--- config.mk ---
export PLATFORM = sky130hd
export DESIGN_NAME = adcpm_ctrl
export DESIGN_NICKNAME = d
export VERILOG_FILES = /design/src/rtl/adcpm_pkg.sv /design/src/rtl/adcpm_edges.sv /design/src/rtl/adcpm_frame_seq.sv /design/src/rtl/adcpm_shifter.sv /design/src/rtl/adcpm_pwr_fsm.sv /design/src/rtl/adcpm_ctrl.sv
export SDC_FILE = /design/constraint.sdc
export NUM_CORES = 1
export LEC_CHECK = 0
export BUFFER_PORTS_ARGS = -buffer_cell sky130_fd_sc_hd__buf_2
export CORE_UTILIZATION = 56
export DETAILED_ROUTE_END_ITERATION = 8
export GPL_TIMING_DRIVEN = 0
export PLACE_DENSITY_LB_ADDON = 0.1
export SYNTH_ARGS = -nofsm -noshare
export SYNTH_HDL_FRONTEND = slang
export SYNTH_SLANG_ARGS = --single-unit
--- constraint.sdc ---
create_clock -name clk -period 2.1 [get_ports clk]
set_input_delay 0.105 -clock clk [delete_from_list [all_inputs] [get_ports clk]]
set_output_delay 0.105 -clock clk [all_outputs]
set_load 0.05 [all_outputs]
--- src/rtl/adcpm_pkg.sv ---
package adcpm_pkg;

    typedef enum logic [1:0] {
        PWR_ON     = 2'd0,
        PWR_OFF    = 2'd1,
        PWR_WAKING = 2'd2
    } pwr_state_e;

endpackage

--- src/rtl/adcpm_edges.sv ---
module adcpm_edges (
    input  logic clk,
    input  logic rst_n,
    input  logic cs_n_i,
    input  logic sclk_i,
    output logic cs_fall_o,
    output logic cs_rise_o,
    output logic sclk_fall_o,
    output logic sclk_rise_o
);

    typedef struct packed {
        logic cs_n;
        logic sclk;
    } edge_state_t;

    edge_state_t st_d, st_q;

    always_comb begin
        st_d      = st_q;
        st_d.cs_n = cs_n_i;
        st_d.sclk = sclk_i;
    end

    always_ff @(posedge clk or negedge rst_n) begin
        if (!rst_n) begin
            st_q <= '{cs_n: 1'b1, sclk: 1'b1};
        end else begin
            st_q <= st_d;
        end
    end

    assign cs_fall_o   = st_q.cs_n & ~cs_n_i;
    assign cs_rise_o   = ~st_q.cs_n & cs_n_i;
    assign sclk_fall_o = st_q.sclk & ~sclk_i;
    assign sclk_rise_o = ~st_q.sclk & sclk_i;

endmodule

--- src/rtl/adcpm_frame_seq.sv ---
module adcpm_frame_seq #(
    parameter int FRAME_LEN = 16,
    parameter int TRACK_AT  = 13,
    parameter int CNT_W     = $clog2(FRAME_LEN + 1)
) (
    input  logic             clk,
    input  logic             rst_n,
    input  logic             cs_n_i,
    input  logic             cs_fall_i,
    input  logic             sclk_fall_i,
    input  logic             sclk_rise_i,
    input  logic             waking_i,
    output logic [CNT_W-1:0] cnt_o,
    output logic             oe_o,
    output logic             hold_o
);

    localparam logic [CNT_W-1:0] CNT_FULL  = CNT_W'(FRAME_LEN);
    localparam logic [CNT_W-1:0] CNT_LASTB = CNT_W'(FRAME_LEN - 1);
    localparam logic [CNT_W-1:0] CNT_TRACK = CNT_W'(TRACK_AT);

    typedef struct packed {
        logic [CNT_W-1:0] cnt;
        logic             oe;
        logic             hold;
    } seq_state_t;

    seq_state_t st_d, st_q;
    logic       frame_edge;

    assign frame_edge = ~cs_n_i & ~cs_fall_i;

    always_comb begin
        st_d = st_q;

        // falling-edge counter, saturating at a full frame
        if (cs_n_i || cs_fall_i) begin
            st_d.cnt = '0;
        end else if (sclk_fall_i && st_q.cnt != CNT_FULL) begin
            st_d.cnt = st_q.cnt + 1'b1;
        end

        // output enable
        if (cs_n_i) begin
            st_d.oe = 1'b0;
        end else if (cs_fall_i) begin
            st_d.oe = 1'b1;
        end else if (sclk_fall_i && st_q.cnt == CNT_LASTB) begin
            st_d.oe = 1'b0;
        end

        // track/hold control
        if (cs_n_i) begin
            st_d.hold = 1'b0;
        end else if (cs_fall_i) begin
            st_d.hold = 1'b1;
        end else if (waking_i && st_q.cnt == '0 && (sclk_fall_i || sclk_rise_i)) begin
            st_d.hold = 1'b0;
        end else if (sclk_rise_i && st_q.cnt >= CNT_TRACK) begin
            st_d.hold = 1'b0;
        end
    end

    always_ff @(posedge clk or negedge rst_n) begin
        if (!rst_n) begin
            st_q <= '0;
        end else begin
            st_q <= st_d;
        end
    end

    assign cnt_o  = st_q.cnt;
    assign oe_o   = st_q.oe;
    assign hold_o = st_q.hold;

    assert_hold_on_start_R2: assert property (@(posedge clk) disable iff (!rst_n)
        cs_fall_i |=> (st_q.hold && st_q.oe));

    assert_oe_off_last_R4: assert property (@(posedge clk) disable iff (!rst_n)
        (frame_edge && sclk_fall_i && st_q.cnt == CNT_LASTB) |=> !st_q.oe);

    assert_track_late_R5: assert property (@(posedge clk) disable iff (!rst_n)
        (frame_edge && !waking_i && sclk_rise_i && st_q.cnt >= CNT_TRACK) |=> !st_q.hold);

    assert_idle_quiet_R6: assert property (@(posedge clk) disable iff (!rst_n)
        cs_n_i |=> (!st_q.oe && !st_q.hold));

    assert_wake_track_R12: assert property (@(posedge clk) disable iff (!rst_n)
        (frame_edge && waking_i && st_q.cnt == '0 && (sclk_fall_i || sclk_rise_i)) |=> !st_q.hold);

    assert_cnt_saturate_R13: assert property (@(posedge clk) disable iff (!rst_n)
        (frame_edge && st_q.cnt == CNT_FULL) |=> (st_q.cnt == CNT_FULL && !st_q.oe));

endmodule

--- src/rtl/adcpm_shifter.sv ---
module adcpm_shifter #(
    parameter int RES_W     = 12,
    parameter int NARROW_W  = 10,
    parameter int FRAME_LEN = 16
) (
    input  logic             clk,
    input  logic             rst_n,
    input  logic             load_i,
    input  logic             shift_i,
    input  logic [RES_W-1:0] result_i,
    input  logic             narrow_i,
    output logic             msb_o
);

    localparam int LEAD  = FRAME_LEN - RES_W;
    localparam int TRAIL = RES_W - NARROW_W;

    typedef struct packed {
        logic [FRAME_LEN-1:0] sh;
    } sh_state_t;

    sh_state_t            st_d, st_q;
    logic [FRAME_LEN-1:0] wide_frame;
    logic [FRAME_LEN-1:0] narrow_frame;

    assign wide_frame = {{LEAD{1'b0}}, result_i};

    generate
        if (TRAIL > 0) begin : g_pad
            assign narrow_frame = {{LEAD{1'b0}}, result_i[NARROW_W-1:0], {TRAIL{1'b0}}};
        end else begin : g_same
            assign narrow_frame = wide_frame;
        end
    endgenerate

    always_comb begin
        st_d = st_q;
        if (load_i) begin
            st_d.sh = narrow_i ? narrow_frame : wide_frame;
        end else if (shift_i) begin
            st_d.sh = {st_q.sh[FRAME_LEN-2:0], 1'b0};
        end
    end

    always_ff @(posedge clk or negedge rst_n) begin
        if (!rst_n) begin
            st_q <= '0;
        end else begin
            st_q <= st_d;
        end
    end

    assign msb_o = st_q.sh[FRAME_LEN-1];

    assert_lead_zeros_R3: assert property (@(posedge clk) disable iff (!rst_n)
        load_i |=> (st_q.sh[FRAME_LEN-1 -: LEAD] == '0));

endmodule

--- src/rtl/adcpm_pwr_fsm.sv ---
module adcpm_pwr_fsm
    import adcpm_pkg::*;
#(
    parameter int FRAME_LEN = 16,
    parameter int PD_LO     = 2,
    parameter int PD_HI     = 10,
    parameter int CNT_W     = $clog2(FRAME_LEN + 1)
) (
    input  logic             clk,
    input  logic             rst_n,
    input  logic             cs_n_i,
    input  logic             cs_fall_i,
    input  logic             cs_rise_i,
    input  logic             sclk_fall_i,
    input  logic [CNT_W-1:0] cnt_i,
    output logic             pwr_en_o,
    output logic             waking_o,
    output logic             abort_o
);

    localparam logic [CNT_W-1:0] C_LO   = CNT_W'(PD_LO);
    localparam logic [CNT_W-1:0] C_HI   = CNT_W'(PD_HI);
    localparam logic [CNT_W-1:0] C_WAKE = CNT_W'(PD_HI - 1);
    localparam logic [CNT_W-1:0] C_FULL = CNT_W'(FRAME_LEN);

    typedef struct packed {
        pwr_state_e state;
        logic       abort;
    } pwr_reg_t;

    pwr_reg_t st_d, st_q;
    logic     in_pd_window;
    logic     in_abort_window;

    assign in_pd_window    = (cnt_i >= C_LO) && (cnt_i < C_HI);
    assign in_abort_window = (cnt_i >= C_HI) && (cnt_i < C_FULL);

    always_comb begin
        st_d       = st_q;
        st_d.abort = 1'b0;
        unique case (st_q.state)
            PWR_ON: begin
                if (cs_rise_i) begin
                    if (in_pd_window) begin
                        st_d.state = PWR_OFF;
                        st_d.abort = 1'b1;
                    end else if (in_abort_window) begin
                        st_d.abort = 1'b1;
                    end
                end
            end
            PWR_OFF: begin
                if (cs_fall_i) begin
                    st_d.state = PWR_WAKING;
                end
            end
            PWR_WAKING: begin
                if (cs_rise_i) begin
                    st_d.state = PWR_OFF;
                end else if (!cs_n_i && sclk_fall_i && cnt_i == C_WAKE) begin
                    st_d.state = PWR_ON;
                end
            end
            default: st_d.state = PWR_ON;
        endcase
    end

    always_ff @(posedge clk or negedge rst_n) begin
        if (!rst_n) begin
            st_q <= '{state: PWR_ON, abort: 1'b0};
        end else begin
            st_q <= st_d;
        end
    end

    assign pwr_en_o = (st_q.state != PWR_OFF);
    assign waking_o = (st_q.state == PWR_WAKING);
    assign abort_o  = st_q.abort;

    assert_glitch_kept_R7: assert property (@(posedge clk) disable iff (!rst_n)
        (cs_rise_i && st_q.state == PWR_ON && cnt_i < C_LO) |=> (pwr_en_o && !abort_o));

    assert_enter_pd_R8: assert property (@(posedge clk) disable iff (!rst_n)
        (cs_rise_i && st_q.state == PWR_ON && in_pd_window) |=> (!pwr_en_o && abort_o));

    assert_late_abort_R9: assert property (@(posedge clk) disable iff (!rst_n)
        (cs_rise_i && st_q.state == PWR_ON && in_abort_window) |=> (pwr_en_o && abort_o));

    assert_wake_fail_R10: assert property (@(posedge clk) disable iff (!rst_n)
        (cs_rise_i && st_q.state == PWR_WAKING) |=> (!pwr_en_o && !abort_o));

    assert_wake_done_R11: assert property (@(posedge clk) disable iff (!rst_n)
        (st_q.state == PWR_WAKING && !cs_n_i && !cs_rise_i && sclk_fall_i && cnt_i == C_WAKE)
        |=> (st_q.state == PWR_ON));

    assert_abort_single_R9: assert property (@(posedge clk) disable iff (!rst_n)
        abort_o |=> !abort_o);

endmodule

--- src/rtl/adcpm_ctrl.sv ---
module adcpm_ctrl #(
    parameter int RES_W     = 12,
    parameter int NARROW_W  = 10,
    parameter int LEAD_ZERO = 4,
    parameter int TRACK_AT  = 13,
    parameter int PD_LO     = 2,
    parameter int PD_HI     = 10
) (
    input  logic             clk,
    input  logic             rst_n,
    input  logic             cs_n_i,
    input  logic             sclk_i,
    input  logic [RES_W-1:0] result_i,
    input  logic             narrow_i,
    output logic             sdata_o,
    output logic             sdata_oe_o,
    output logic             hold_o,
    output logic             pwr_en_o,
    output logic             abort_o
);

    localparam int FRAME_LEN = LEAD_ZERO + RES_W;
    localparam int CNT_W     = $clog2(FRAME_LEN + 1);

    logic             cs_fall, cs_rise, sclk_fall, sclk_rise;
    logic [CNT_W-1:0] cnt;
    logic             oe_q, waking, msb, shift_en;

    adcpm_edges u_edges (
        .clk         (clk),
        .rst_n       (rst_n),
        .cs_n_i      (cs_n_i),
        .sclk_i      (sclk_i),
        .cs_fall_o   (cs_fall),
        .cs_rise_o   (cs_rise),
        .sclk_fall_o (sclk_fall),
        .sclk_rise_o (sclk_rise)
    );

    adcpm_frame_seq #(
        .FRAME_LEN (FRAME_LEN),
        .TRACK_AT  (TRACK_AT),
        .CNT_W     (CNT_W)
    ) u_seq (
        .clk         (clk),
        .rst_n       (rst_n),
        .cs_n_i      (cs_n_i),
        .cs_fall_i   (cs_fall),
        .sclk_fall_i (sclk_fall),
        .sclk_rise_i (sclk_rise),
        .waking_i    (waking),
        .cnt_o       (cnt),
        .oe_o        (oe_q),
        .hold_o      (hold_o)
    );

    assign shift_en = sclk_fall & ~cs_n_i & ~cs_fall;

    adcpm_shifter #(
        .RES_W     (RES_W),
        .NARROW_W  (NARROW_W),
        .FRAME_LEN (FRAME_LEN)
    ) u_shift (
        .clk      (clk),
        .rst_n    (rst_n),
        .load_i   (cs_fall),
        .shift_i  (shift_en),
        .result_i (result_i),
        .narrow_i (narrow_i),
        .msb_o    (msb)
    );

    adcpm_pwr_fsm #(
        .FRAME_LEN (FRAME_LEN),
        .PD_LO     (PD_LO),
        .PD_HI     (PD_HI),
        .CNT_W     (CNT_W)
    ) u_pwr (
        .clk         (clk),
        .rst_n       (rst_n),
        .cs_n_i      (cs_n_i),
        .cs_fall_i   (cs_fall),
        .cs_rise_i   (cs_rise),
        .sclk_fall_i (sclk_fall),
        .cnt_i       (cnt),
        .pwr_en_o    (pwr_en_o),
        .waking_o    (waking),
        .abort_o     (abort_o)
    );

    // chip select high forces the pad off without waiting for a register
    assign sdata_oe_o = oe_q & ~cs_n_i;
    assign sdata_o    = sdata_oe_o & msb;

endmodule

==> impl_results.md <==
* Register area at ~700 um^2
* Maximum clock frequency at approximately 560 MHz
* Leakage at ~0.0008 uW
* Fill cells at 204
* Layout cells sized above 1 at 25.5%
* Slowest cell on crit path: dfstp_2
* Worst setup path class: register to register
* Maxcap violations at 0
* Clock sinks at 28
* CP endpoint kind: register
* Clock slew at reported path FFs at ~160 ps
* Grt ovf at 0
* Post-synth top flop: dfrtp_1
* Final setup vio count at 0
* Critical Path RT at between 2000 and 2500 ps
* Die extent in y at 55.1 um
* CTS tree: done
* CP Cell Sequence: ha_1 -> nor2b_1 -> clkbuf_1 -> a22oi_1 -> o21ai_0
* Sequential fraction of the synthesis area at about 45%
* Root Buffer: clkbuf_4
* Synthesized Nets at 188
* Setup Skew at 13.4 ps
* Peak VDD IR at around 450 uV
* Buffer and inverter count on the worst path at 1
* Initial antenna violation count at 0
* Cell area after synthesis at roughly 0.0016 mm^2
* Post-route ant nets at 0
* Die area at about 0.0030 mm^2
* Hold WC Path Type: input pin to register
* Avg WL per Cell at roughly 15 um
* DRT iter0 DRCs at 34
* Residual DRC at 0
* Finished Cell Area at 0.00179 mm^2
* Io pins at 22
* Total track usage at between 20% and 30%
* Initial Utilization at roughly 61%
* Worst-skew pair later-pin latency at about 340 ps
* Slowest stage delay, CP at around 560 ps
* FFs w/ async S/R, synth at between 90% and 100%
* PD cells at between 600 and 700 mW/mm^2
* Vias per std cell at about 5.9
* Yosys warns at 0
* Port Buffer Count at 21
* RSZ-0062 raised after global routing: false
* Startpoint type of the worst setup path: register
* Vias in the first global route at 1198
* Crit path time final at approximately 1800 ps
* First-pass GRT wire length at ~5200 um
* Max-slew violation count at 0
* Worst Tran Pin Value at 611 ps
* Nets at 217
* Total routed wirelength at around 3200 um
* Avg Inst Size Synth at 9.62 um^2
* DPL Wire Length at ~2300 um
* RePlAce Congestion at between 0.8 and 0.9
* Setup TNS at 0 ps
* Post-CTS Resized at 0
* Area of the multi-input gates at 783 um^2
* Area delta synth->final at 13.2%
* Standard-cell rows at 18
* Clock Path Buffers at 2
* Highest-count cells in the layout ignoring fill and taps: 28 x buf_2, 26 x dfrtp_1, 24 x nand2_1
* Commonest non-fill, non-tap cell in the layout: buf_2
* Synth Instances at between 150 and 200
* Post-DP Area at about 0.0017 mm^2
* Crit path max fanout at 10
* Post-synth EDFFs at 0
* Fin. Hold Viols at 0
* Outcome: complete, no violations
* Diode count at 0
* Crit path DAT at a little over 2000 ps
* Largest net degree at the start of global routing at 29
* Vias after detailed routing at approximately 1300
* Drt first pass iters at 4
* CTS Buf Count at 3
* Family with the most delay on the worst path: flip-flops
* Seq cells post-synth at 28
* Tcrit/Tclk final at between 80% and 90%
* Core Region at ~0.0026 mm^2
* Setup Fix Bufs, Post-CTS at 0
* Worst slew margin at 59.3%
* Overall die width at 55.1 um
* Cell variety after synth at 37
* H-tree levels at 1
-- timing repair --
item / 4_1_cts / 5_1_grt
endpoints found under the hold margin: 28 / 0
endpoints found under the setup margin: 0 / 0
hold buffers: 3 / 0
-- per-stage QoR --
| stage | utilization, % | setup slack [ps] | power, uW | hold WS, ps | cells |
|---|---|---|---|---|---|
| 6_report | 69.6 | 316 | 1130 | 30.4 | 222 |
| 5_1_grt | 69.6 | 174 | 1170 | 34.7 | 222 |
| 4_1_cts | 69.6 | 315 | 1130 | 28.6 | 222 |
| 3_5_place_dp | 67.0 | 399 | 858 | 153 | 215 |
| 3_3_place_gp | 67.0 | 432 | 847 | 146 | 215 |
| 2_1_floorplan | - | 387 | 786 | -191 | 164 |
-- flip-flops by register name (all words and copies together), names as in the netlist --
signal         count
u_edges.st_q       2
u_pwr.abort_o      1
u_pwr.st_q         2
u_seq.cnt_o        5
u_seq.hold_o       1
u_seq.oe_o         1
u_shift.st_q      16
-- metal layers --
| metal | vias to the layer above | global-route usage (%) | part of all wire (%) | wire [um] |
|---|---|---|---|---|
| li1 | 637 | - | - | - |
| met4 | 0 | 8.75 | 1.1 | 34 |
| met1 | 638 | 33.2 | 48 | 1560 |
| met5 | - | 0 | 0 | 0 |
| met3 | 4 | 2.46 | 5.0 | 161 |
| met2 | 38 | 38.8 | 46 | 1470 |
-- cells by family (layout without fill, tap and decap cells) --
kind of cell | Yosys count | after routing | synth area share [%]
AND/OR/NAND/NOR | 50 | 50 | 15.2
flip-flops | 28 | 28 | 44.6
adder cells (fa/ha/maj) | 7 | 7 | 5.55
AO/OA/AOI/OAI | 48 | 48 | 21.2
XOR/XNOR | 1 | 1 | 0.555
multiplexers | 10 | 10 | 7.14
buffers and inverters | 20 | 48 | 5.79
-- worst paths after layout --
| kind | startpoint | end | slack (ps) | cells after the start |
|---|---|---|---|---|
| worst max-delay path | u_edges.st_q[0]$_DFF_PN1_ | u_shift.st_q[11]$_DFFE_PN0P_ | 320 | 5 |
| worst min-delay path | result_i[0] | u_shift.st_q[0]$_DFFE_PN0P_ | 30 | 2 |
| worst max register to register | u_edges.st_q[0]$_DFF_PN1_ | u_shift.st_q[11]$_DFFE_PN0P_ | 320 | 5 |
| worst min register to register | u_shift.st_q[1]$_DFFE_PN0P_ | u_shift.st_q[1]$_DFFE_PN0P_ | 500 | 2 |
| max in group asynchronous | rst_n | u_shift.st_q[5]$_DFFE_PN0P_ | 1410 | 2 |
| min in group asynchronous | rst_n | u_seq.hold_o$_DFFE_PN0P_ | 280 | 2 |
-- area by class of cell --
class | instances | share of cell area [%]
Multi-Input combinational cell | 116 | 43.8
Sequential cell | 28 | 39.4
Timing Repair Buffer | 24 | 7.56
Buffer | 11 | 3.22
Tap cell | 30 | 2.10
Clock buffer | 4 | 2.03
Inverter | 9 | 1.89
-- synth_stat cells, types with 2 or more instances --
master	number	share of area (%)
o41ai_1	2	1.1
dfrtp_1	26	41
nor3_1	3	0.95
nand2_1	24	5.7
dfstp_2	2	3.3
mux2_2	10	7.1
clkbuf_1	3	0.71
nor2b_1	6	2.4
o21a_1	2	0.95
nand2b_1	3	1.2
o21ai_1	4	1.3
inv_1	9	2.1
ha_1	7	5.6
nor2_1	7	1.7
o21ai_0	13	4.1
a22oi_1	14	6.7
a21oi_1	2	0.63
buf_2	7	2.2
and2_1	2	0.79
-- worst reg2reg max path, cell delays in order, from the launching register on --
cell and delay [ps]:
dfstp_2 560, ha_1 180, nor2b_1 190, clkbuf_1 390, a22oi_1 170, o21ai_0 200
-- where the power goes --
group	switching (uW)	leakage (uW)	total [uW]	internal (uW)
sequential	36.3	0.000363	630	594
combinational	131	0.000434	223	92.2
clock	166	0.0000210	272	106
(Power assumes the default switching activity.)
